==> src/rtl/tick_gen_pkg.sv <==
package tick_gen_pkg;
  localparam int SEL_W   = 3;
  localparam int RATIO_W = 2;                 // bits of the ratio part of a code
  localparam int DIV_W   = 1 << RATIO_W;      // divider counter width, max ratio 2**DIV_W

  typedef enum logic [SEL_W-1:0] {
    SEL_DIV2  = 3'd0,
    SEL_DIV4  = 3'd1,
    SEL_DIV8  = 3'd2,
    SEL_DIV16 = 3'd3,
    SEL_EXT   = 3'd4
  } div_sel_e;

  function automatic logic sel_is_ext(input logic [SEL_W-1:0] s);
    return s[SEL_W-1];
  endfunction
endpackage

==> src/rtl/tick_prescaler.sv <==
module tick_prescaler #(
  parameter int PW = 8
) (
  input  logic          clk,
  input  logic          rst_n,
  input  logic [PW-1:0] load_val,
  output logic          tick
);
  logic [PW-1:0] cnt_q;
  logic [PW-1:0] cnt_d;

  assign tick = (cnt_q == '0);

  always_comb begin
    if (tick) cnt_d = load_val;
    else      cnt_d = cnt_q - 1'b1;
  end

  always_ff @(posedge clk or negedge rst_n) begin
    if (!rst_n) cnt_q <= '0;
    else        cnt_q <= cnt_d;
  end

  AST_PRE_SPACING: assert property (@(posedge clk) disable iff (!rst_n)
    (tick && load_val != '0) |=> !tick);

  AST_PRE_NO_TRUNC: assert property (@(posedge clk) disable iff (!rst_n)
    !tick |=> (cnt_q < $past(cnt_q)));
endmodule

==> src/rtl/tick_ext_sync.sv <==
module tick_ext_sync (
  input  logic clk,
  input  logic rst_n,
  input  logic ext_in,
  output logic rise
);
  logic meta_q, sync_q, hist_q;

  always_ff @(posedge clk or negedge rst_n) begin
    if (!rst_n) begin
      meta_q <= 1'b0;
      sync_q <= 1'b0;
      hist_q <= 1'b0;
    end else begin
      meta_q <= ext_in;
      sync_q <= meta_q;
      hist_q <= sync_q;
    end
  end

  assign rise = sync_q & ~hist_q;

  AST_EXT_RISE_ONCE: assert property (@(posedge clk) disable iff (!rst_n)
    rise |=> !rise);
endmodule

==> src/rtl/tick_chan_div.sv <==
module tick_chan_div
  import tick_gen_pkg::*;
(
  input  logic             clk,
  input  logic             rst_n,
  input  logic             pre_tick,
  input  logic             ext_rise,
  input  logic [SEL_W-1:0] sel,
  output logic             tick
);
  logic [DIV_W-1:0]   cnt_q, cnt_d;
  logic               cnt_en;
  logic [DIV_W-1:0]   mask;
  logic [RATIO_W-1:0] shamt;
  logic               ext_mode;
  logic               hit_pre;
  logic               tick_q, tick_d;

  assign ext_mode = sel_is_ext(sel);
  assign shamt    = RATIO_W'(DIV_W - 1) - sel[RATIO_W-1:0];
  assign mask     = {DIV_W{1'b1}} >> shamt;
  assign hit_pre  = pre_tick && ((cnt_q & mask) == mask);

  always_comb begin
    cnt_en = pre_tick;
    cnt_d  = cnt_q + 1'b1;
    tick_d = ext_mode ? ext_rise : hit_pre;
  end

  always_ff @(posedge clk or negedge rst_n) begin
    if (!rst_n)      cnt_q <= '0;
    else if (cnt_en) cnt_q <= cnt_d;
  end

  always_ff @(posedge clk or negedge rst_n) begin
    if (!rst_n) tick_q <= 1'b0;
    else        tick_q <= tick_d;
  end

  assign tick = tick_q;

  AST_TICK_ONE_CYCLE: assert property (@(posedge clk) disable iff (!rst_n)
    (tick_q && $stable(sel)) |=> !tick_q);

  AST_DIV_FROM_PRESCALER: assert property (@(posedge clk) disable iff (!rst_n)
    (tick_q && !ext_mode && $stable(sel)) |-> $past(pre_tick));

  AST_EXT_FROM_EDGE: assert property (@(posedge clk) disable iff (!rst_n)
    (tick_q && ext_mode && $stable(sel)) |-> $past(ext_rise));
endmodule

==> src/rtl/tick_gen.sv <==
module tick_gen
  import tick_gen_pkg::*;
#(
  parameter int NUM_CH  = 5,
  parameter int GRP0_CH = 2,
  parameter int PW      = 8
) (
  input  logic                    clk,
  input  logic                    rst_n,
  input  logic [PW-1:0]           pre0_val,
  input  logic [PW-1:0]           pre1_val,
  input  logic [NUM_CH*SEL_W-1:0] div_sel,
  input  logic                    ext_clk,
  output logic [NUM_CH-1:0]       ch_tick
);
  localparam int NUM_GRP = 2;

  logic [NUM_GRP-1:0] pre_tick;
  logic [PW-1:0]      pre_val [NUM_GRP];
  logic               ext_rise;

  assign pre_val[0] = pre0_val;
  assign pre_val[1] = pre1_val;

  for (genvar g = 0; g < NUM_GRP; g++) begin : g_pre
    tick_prescaler #(.PW(PW)) i_pre (
      .clk      (clk),
      .rst_n    (rst_n),
      .load_val (pre_val[g]),
      .tick     (pre_tick[g])
    );
  end

  tick_ext_sync i_ext (
    .clk    (clk),
    .rst_n  (rst_n),
    .ext_in (ext_clk),
    .rise   (ext_rise)
  );

  for (genvar i = 0; i < NUM_CH; i++) begin : g_ch
    localparam int GRP = (i < GRP0_CH) ? 0 : 1;
    tick_chan_div i_div (
      .clk      (clk),
      .rst_n    (rst_n),
      .pre_tick (pre_tick[GRP]),
      .ext_rise (ext_rise),
      .sel      (div_sel[i*SEL_W +: SEL_W]),
      .tick     (ch_tick[i])
    );
  end

  AST_GRP0_SOURCE: assert property (@(posedge clk) disable iff (!rst_n)
    (ch_tick[0] && !div_sel[SEL_W-1] && $stable(div_sel)) |-> $past(pre_tick[0]));

  AST_GRP1_SOURCE: assert property (@(posedge clk) disable iff (!rst_n)
    (ch_tick[NUM_CH-1] && !div_sel[NUM_CH*SEL_W-1] && $stable(div_sel))
      |-> $past(pre_tick[1]));
endmodule

==> config.mk <==
export PLATFORM = sky130hd
export DESIGN_NAME = tick_gen
export DESIGN_NICKNAME = d
export VERILOG_FILES = /design/src/rtl/tick_gen_pkg.sv /design/src/rtl/tick_prescaler.sv /design/src/rtl/tick_ext_sync.sv /design/src/rtl/tick_chan_div.sv /design/src/rtl/tick_gen.sv
export SDC_FILE = /design/constraint.sdc
export NUM_CORES = 1
export LEC_CHECK = 0
export ABC_AREA = 1
export ABC_CLOCK_PERIOD_IN_PS = 2200
export BUFFER_PORTS_ARGS = -buffer_cell sky130_fd_sc_hd__buf_2
export CORE_ASPECT_RATIO = 0.75
export CORE_MARGIN = 2
export CORE_UTILIZATION = 30
export DETAILED_ROUTE_END_ITERATION = 10
export GPL_TIMING_DRIVEN = 1
export PLACE_DENSITY = 0.56
export SYNTH_ARGS = -nofsm -noshare
export SYNTH_HDL_FRONTEND = slang
export SYNTH_SLANG_ARGS = --single-unit
==> constraint.sdc <==
create_clock -name clk -period 2.2 [get_ports clk]
set_input_delay 0.11 -clock clk [delete_from_list [all_inputs] [get_ports clk]]
set_output_delay 0.11 -clock clk [all_outputs]
set_load 0.01 [all_outputs]
==> results of run 1 <==
registers in the layout, summed over array words and instances (netlist names):
| signal | flops |
|---|---|
| g_ch.i_div.cnt_q | 20 |
| g_ch.i_div.tick | 5 |
| g_pre.i_pre.cnt_q | 16 |
| i_ext.hist_q | 1 |
| i_ext.meta_q | 1 |
| i_ext.sync_q | 1 |
path summary, 6_finish.rpt:
path | depth (start not counted) | slack (ps) | end
min in group asynchronous | 2 | 280 | g_pre[1].i_pre.cnt_q[6]
worst min register to register | 0 | 350 | i_ext.sync_q
max in group asynchronous | 3 | 1340 | g_pre[1].i_pre.cnt_q[1]
worst max register to register | 8 | 700 | g_ch[2].i_div.cnt_q[3]
worst max-delay path | 8 | 700 | g_ch[2].i_div.cnt_q[3]
worst min-delay path | 3 | 6 | g_pre[1].i_pre.cnt_q[5]
cell families (layout without fill, tap and decap cells):
logic type,count (synthesis),after routing
XOR/XNOR,15,15
AND/OR/NAND/NOR,147,147
buffers and inverters,41,82
AO/OA/AOI/OAI,33,33
flip-flops,44,44
adder cells (fa/ha/maj),7,7
metal layers:
| metal | part of all wire | wire length [um] |
|---|---|---|
| met1 | 0.53 | 2335 |
| met2 | 0.43 | 1892 |
| met3 | 0.029 | 129 |
| met4 | 0.016 | 73 |
| met5 | 0 | 0 |
placed cells by master, fill, tap and decap left out, drive strengths merged:
master / synthesis / final
inv: 31 / 31
a21oi: 4 / 4
xnor2: 10 / 10
dfrtp: 44 / 44
or2: 2 / 2
buf: 10 / 40
nand2: 94 / 94
xor2: 5 / 5
nand3: 14 / 14
o21ai: 29 / 29
clkbuf: 0 / 8
dlygate4sd3: 0 / 3
ha: 7 / 7
nand4: 1 / 1
nor2: 36 / 36
critical path: cells and delay by family, from the launching register on:
kind,cells,cell delay [ps]
simple gates,4,460
buf+inv,2,310
compound gates,1,70
flops,1,400
fa+ha+maj,1,180
layout make-up:
type	count	area, sq um	area share
inverters	31	121.4	0.04441
flip-flops and latches	44	1101	0.4029
clock buffers	8	90.09	0.03297
well taps	105	131.4	0.04808
repair buffers	43	235.2	0.08608
multi-input cells	202	1054	0.3855
power breakdown:
group	leakage [nW]	switching, mW	internal (mW)
clock network	0.0455	0.274	0.257
logic	0.774	0.208	0.142
registers	0.563	0.0946	0.909
total	1.38	0.577	1.31
stage by stage:
stage | power [mW] | hold WS (ps) | setup WS [ps] | cell area [sq um] | instances
floorplan | 1.256 | -185.6 | 897.5 | 2372 | 287
global placement | 1.371 | 93.29 | 744.7 | 2613 | 422
detailed placement | 1.370 | 95.34 | 709.5 | 2613 | 422
CTS | 1.916 | 0.2405 | 685.6 | 2733 | 433
global route | 2.024 | 6.245 | 514.5 | 2733 | 433
finish | 1.885 | 6.353 | 703.5 | 2733 | 433
==> run_results.csv, run 1 <==
group,metric,value,unit
status,outcome,"complete, no violations",
drt,dr_total_vias,1776,
yosys,ys_types,24,
clocking,cts_max_level,2,
timing,drv_slew,0,
placed_design,io_buffer_count,38,
yosys,synth_cells,287,
floorplan,dieArea,8642,sq um
yosys,yosys-mux-area-fraction,0,
timing,grt_setup_unrepaired,"no",
drt,vias_per_cell,4.102,
timing,slew-limit-headroom,0.6513,
yosys,synth_top_family_by_area,"simple AND/OR/NAND/NOR gates",
clocking,path_clk_slew,80,ps
yosys,synth_top_area_share,0.4641,
yosys,synth.top_cells.by_area,"dfrtp_1, nand2_1, nor2_1",
drt,drt-initial-drc-count,62,
critical_path,cp_data_required_time,2420,ps
timing,fmax,668.2,MHz
timing,hold_viol,0,
global_routing,grt_pass1_wl,7458,um
clocking,insertion_delay,300,ps
timing,finalSetupTns,0,ps
critical_path,cp-start-kind,"flip-flop",
clocking,cts-root-buf,"clkbuf_8",
global_routing,antenna_found_initial,0,
hold_path,hold_start,"pre1_val[5]",
clocking,cts-buffers-inserted,5,
placed_design,gp_congestion,0.8186,
yosys,yosysMostFrequentCell,"nand2_1",
floorplan,io_pins,39,
yosys,synthArstFlopShare,1.000,
final_layout,num-nets-final,368,
floorplan,core,7777,sq um
global_routing,grt_use_met2,0.1662,
global_routing,grt_max_degree,22,
yosys,syn_area,2372,sq um
global_routing,overflow,0,
critical_path,cp_max_fo,21,
yosys,yosysSeqAreaShare,0.4641,
drt,wire_per_inst,10.23,um
critical_path,startpoint,"g_pre[1].i_pre.cnt_q[0]",
power_and_ir_drop,peakVddDrop,0.2616,mV
yosys,yosys.area.top_type,"dfrtp_1",
drt,drcViolationCount,0,
yosys,synthAdderAreaFrac,0.03692,
floorplan,die_h,81.01,um
yosys,ys_ff_latch,44,
yosys,synth_compound_area_frac,0.07595,
final_layout,layout-area-overhead-vs-synth,15.19,%
timing,setup_viol,0,
critical_path,max_stage_delay,400,ps
clocking,cts-resized-gates,0,
final_layout,n_antenna_cell,0,
clocking,cts_tree,"yes",
drt,drt-total-wl,4431,um
floorplan,die_x,106.7,um
timing,min_period,1497,ps
yosys,netlist_top_cells_count,"nand2_1, dfrtp_1, nor2_1",
clocking,postCtsHoldBufs,3,
final_layout,fillCellCount,799,
clocking,post_cts_buffers,0,
yosys,syn_avg_cell_area,8.266,sq um
power_and_ir_drop,power_leakage,1.382,nW
floorplan,start_util,0.3050,
clocking,cts_sinks,44,
yosys,yosys_warnings,0,
drt,antenna_left,0,
hold_path,hp-class,"primary input to flip-flop",
final_layout,drive_gt1_frac,0.2317,
floorplan,row_count,28,
timing,fin_skew,6.950,ps
yosys,synth-xor-area-share,0.05854,
yosys,synthesis.nets,328,
critical_path,crit_chain,"inv_1 -> ha_1 -> nand2_2 -> nor2_4 -> nand2_4 -> inv_4 -> nand2_1 -> o21ai_1",
global_routing,met3_usage,0.02648,
critical_path,rr_startpoint,"g_pre[1].i_pre.cnt_q[0]",
timing,fin_crit_sh,0.6802,
yosys,synth-simple-area-share,0.2727,
clocking,cts_buffer_depth,2,
drt,dr.pass1.iters,4,
global_routing,grtUsageTotal,0.1099,
yosys,ys.flop_type,"dfrtp_1",
power_and_ir_drop,power_density,689.8,nW/um^2
final_layout,utilization,0.3514,
critical_path,crit_arrival,1720,ps
global_routing,grtUsageMet1,0.1539,
critical_path,critPathCaptureType,"flip-flop",
global_routing,top_usage_layer,"met2",
run,cap_viol_max_count,0,
timing,worst_pin_slew,521.1,ps
yosys,synth-edff-count,0,
critical_path,critPathKind,"flip-flop to flip-flop",
global_routing,grt_pass1_vias,1611,
placed_design,post-dp-hpwl,3364,um
critical_path,cp_slowest_cell,"dfrtp_1",
Power figures use the tool's default switching activity.
==> inputs of run 2 (changes only) <==
--- a/config.mk
+++ b/config.mk
@@ -5,8 +5,8 @@
 export SDC_FILE = /design/constraint.sdc
 export NUM_CORES = 1
 export LEC_CHECK = 0
-export ABC_AREA = 1
-export ABC_CLOCK_PERIOD_IN_PS = 2200
+export ABC_AREA = 0
+export ABC_CLOCK_PERIOD_IN_PS = 1400
 export BUFFER_PORTS_ARGS = -buffer_cell sky130_fd_sc_hd__buf_2
 export CORE_ASPECT_RATIO = 0.75
 export CORE_MARGIN = 2
==> constraint.sdc (replaced) <==
create_clock -name clk -period 1.4 [get_ports clk]
set_input_delay 0.07 -clock clk [delete_from_list [all_inputs] [get_ports clk]]
set_output_delay 0.07 -clock clk [all_outputs]
set_load 0.01 [all_outputs]
==> run 2 against run 1 <==
The run now ends with setup timing left. Register-to-register slack worse by 980 ps. Global-route usage is 3.3 points higher. Clock skew is 7.5 ps higher. Power grew to 3.0 times the previous value. Core utilization is 14 points higher. Via count is 5.7% higher. Fmax is 11% lower. Clock-buffer cell count is 3 lower. Synthesized cell count is 28% lower. Non-clock buffer count is 57 higher. Critical endpoint is now g_pre[1].i_pre.cnt_q[6]. Highest routed layer unchanged.
==> run_results.csv, run 2 <==
group,metric,value,unit
global_routing,overflow,0,
placed_design,place_area,2845,sq um
hold_path,hp-class,"primary input to flip-flop",
timing,hold_viol,0,
clocking,cts_sinks,44,
drt,vias_per_cell,4.683,
floorplan,core,6929,sq um
yosys,synth-simple-area-share,0.1982,
critical_path,crit_chain,"inv_1 -> ha_2 -> or4b_4 -> or4_4 -> nand2_1",
clocking,insertion_delay,300,ps
final_layout,num-nets-final,343,
run,cap_viol_max_count,0,
floorplan,die_h,77.90,um
timing,drv_slew,0,
clocking,cts_tree,"yes",
status,failed_checks,"setup timing",
placed_design,io_buffer_count,38,
global_routing,antenna_found_initial,0,
yosys,yosys.area.top_type,"dfrtp_1",
floorplan,io_pins,39,
critical_path,cp_num_buf_inv,1,
final_layout,drive_gt1_frac,0.5248,
timing,timing.final.ws_setup,-273.0,ps
yosys,ys_types,37,
critical_path,max_stage_delay,520,ps
drt,antenna_left,0,
yosys,synthAdderAreaFrac,0.04009,
floorplan,start_util,0.3153,
final_layout,fillCellCount,645,
power_and_ir_drop,power_leakage,1.600,nW
final_layout,utilization,0.4958,
final_layout,largest-register,"g_ch.i_div.cnt_q",
yosys,synth_cells,206,
yosys,syn_avg_cell_area,10.60,sq um
critical_path,crit_family,"simple AND/OR/NAND/NOR gates",
final_layout,final_common_cell,"dfrtp_1",
yosys,synth_top_family_by_area,"simple AND/OR/NAND/NOR gates",
yosys,yosysMostFrequentCell,"dfrtp_1",
timing,min_period,1673,ps
timing,worst_pin_slew,465.8,ps
drt,drt-initial-drc-count,67,
placed_design,gp_congestion,0.7725,
yosys,synthArstFlopShare,1.000,
placed_design,post-dp-hpwl,3808,um
final_layout,largest_reg_flops,20,
critical_path,critPathKind,"flip-flop to flip-flop",
drt,drt-total-wl,5324,um
yosys,synthesis.nets,247,
global_routing,grt_max_degree,38,
final_layout,layout-area-overhead-vs-synth,57.27,%
yosys,synth-edff-count,0,
critical_path,critPathCaptureType,"flip-flop",
yosys,synth_top_area_share,0.5040,
yosys,synth.top_cells.by_area,"dfrtp_1, xnor2_1, ha_1",
critical_path,cp_max_fo,7,
critical_path,crit_arrival,1920,ps
clocking,cts_buffer_depth,2,
critical_path,cp-start-kind,"flip-flop",
drt,drcViolationCount,0,
floorplan,die_x,102.5,um
critical_path,cp_slowest_cell,"or4b_4",
timing,fmax,597.7,MHz
drt,dr.pass1.iters,4,
yosys,yosysSeqAreaShare,0.5040,
yosys,yosys-mux-area-fraction,0.03494,
placed_design,place_ws,-316.9,ps
timing,fin_crit_sh,1.195,
global_routing,grt_pass1_wl,8928,um
timing,grt_setup_unrepaired,"yes",
clocking,path_clk_slew,100,ps
global_routing,grtUsageTotal,0.1430,
timing,setup_viol,37,
yosys,syn_area,2185,sq um
timing,fin_skew,14.44,ps
yosys,yosys_warnings,0,
timing,slew-limit-headroom,0.6888,
floorplan,dieArea,7987,sq um
critical_path,cp_data_required_time,1650,ps
drt,wire_per_inst,13.28,um
yosys,ys_ff_latch,44,
clocking,cts_max_level,2,
status,outcome,"complete, but fails checks",
clocking,cts-root-buf,"clkbuf_8",
yosys,ys.flop_type,"dfrtp_1",
power_and_ir_drop,peakVddDrop,0.6448,mV
final_layout,fin_area,3436,sq um
final_layout,n_antenna_cell,0,
power_and_ir_drop,power_density,1637,nW/um^2
global_routing,grt_pass1_vias,1888,
yosys,synth_compound_area_frac,0.1140,
yosys,netlist_top_cells_count,"dfrtp_1, nor3_1, nand3_1",
yosys,synth-xor-area-share,0.06415,
final_layout,layout_common_cells,"dfrtp_1, buf_2, buf_4",
floorplan,row_count,26,
clocking,cts-buffers-inserted,5,
drt,dr_total_vias,1878,
run 2: cell count changes after synthesis, sizes merged, moves of 4 or more:
cell    before  now
nand2       94   11
nor2        36   10
inv         31    6
o21ai       29   11
nor3         0   16
nand2b       0    8
a21boi       0    5
mux2         0    5
o31ai        0    5
or4          0    5
clkbuf       0    4
o21bai       0    4
run 2: worst reg2reg max path: cells and delay by family, from the launching register on:
kind,cells,cell delay (ps)
DFF,1,390
and+or+nand+nor,3,1030
buffers and inverters,1,60
adders and majority gates,1,160
run 2: path summary, 6_finish.rpt:
| path | start | to | slack, ps | cells after the start |
|---|---|---|---|---|
| setup / recovery | g_pre[1].i_pre.cnt_q[1] | g_pre[1].i_pre.cnt_q[6] | -270 | 5 |
| hold / removal | pre1_val[4] | g_pre[1].i_pre.cnt_q[4] | 20 | 3 |
| setup reg to reg | g_pre[1].i_pre.cnt_q[1] | g_pre[1].i_pre.cnt_q[6] | -270 | 5 |
| hold reg to reg | i_ext.meta_q | i_ext.sync_q | 360 | 0 |
| max in group asynchronous | rst_n | g_pre[0].i_pre.cnt_q[4] | 810 | 3 |
| min in group asynchronous | rst_n | g_pre[1].i_pre.cnt_q[1] | 150 | 2 |
run 2: report_power, final:
| group | leakage (nW) | switching [mW] | internal, mW |
|---|---|---|---|
| sequential | 0.565 | 0.304 | 1.60 |
| clock | 0.0548 | 0.464 | 0.538 |
| combinational | 0.980 | 1.29 | 1.43 |
run 2: per-stage QoR:
step	TNS, ps	hold WS (ps)	total power [mW]	instances
after global routing	-8136	17.21	6.018	401
final	-5004	22.67	5.624	401
after floorplan	-3474	-225.6	3.087	206
after CTS	-4851	16.83	5.324	395
after detailed placement	-6371	-71.70	3.978	369
after global placement	-6172	-69.89	3.953	369
run 2: kinds of logic (layout without fill, tap and decap cells):
group	Yosys count	in the layout
AND/OR/NAND/NOR	77	77
multiplexers	7	7
flip-flops	44	44
XOR/XNOR	16	16
buffers and inverters	17	114
AO/OA/AOI/OAI	38	38
adder cells (fa/ha/maj)	7	7
run 2: what timing repair did:
action | in CTS | in global routing
setup buffers | 11 | 6
gates resized for setup | 32 | 28
hold buffers | 7 | 0
hold endpoints to repair | 50 | 0
endpoints found under the setup margin | 36 | 41
pin swaps | 20 | 15
run 2: layer usage:
metal / vias to the layer above / wire, um / track usage
met2: 28 / 2292 / 0.2085
li1: 936 / - / -
met1: 909 / 2800 / 0.2123
met5: - / 0 / 0
met3: 5 / 174 / 0.03243
met4: 0 / 57 / 0.03733
run 2: final cells by class:
type / count / area [sq um] / share of cell area
inverters: 6 / 22.52 / 0.006555
flip-flops and latches: 44 / 1104 / 0.3212
clock inverters: 3 / 46.29 / 0.01347
well taps: 98 / 122.6 / 0.03569
clock buffers: 5 / 68.82 / 0.02003
repair buffers: 100 / 745.7 / 0.2170
multi-input cells: 145 / 1326 / 0.3860
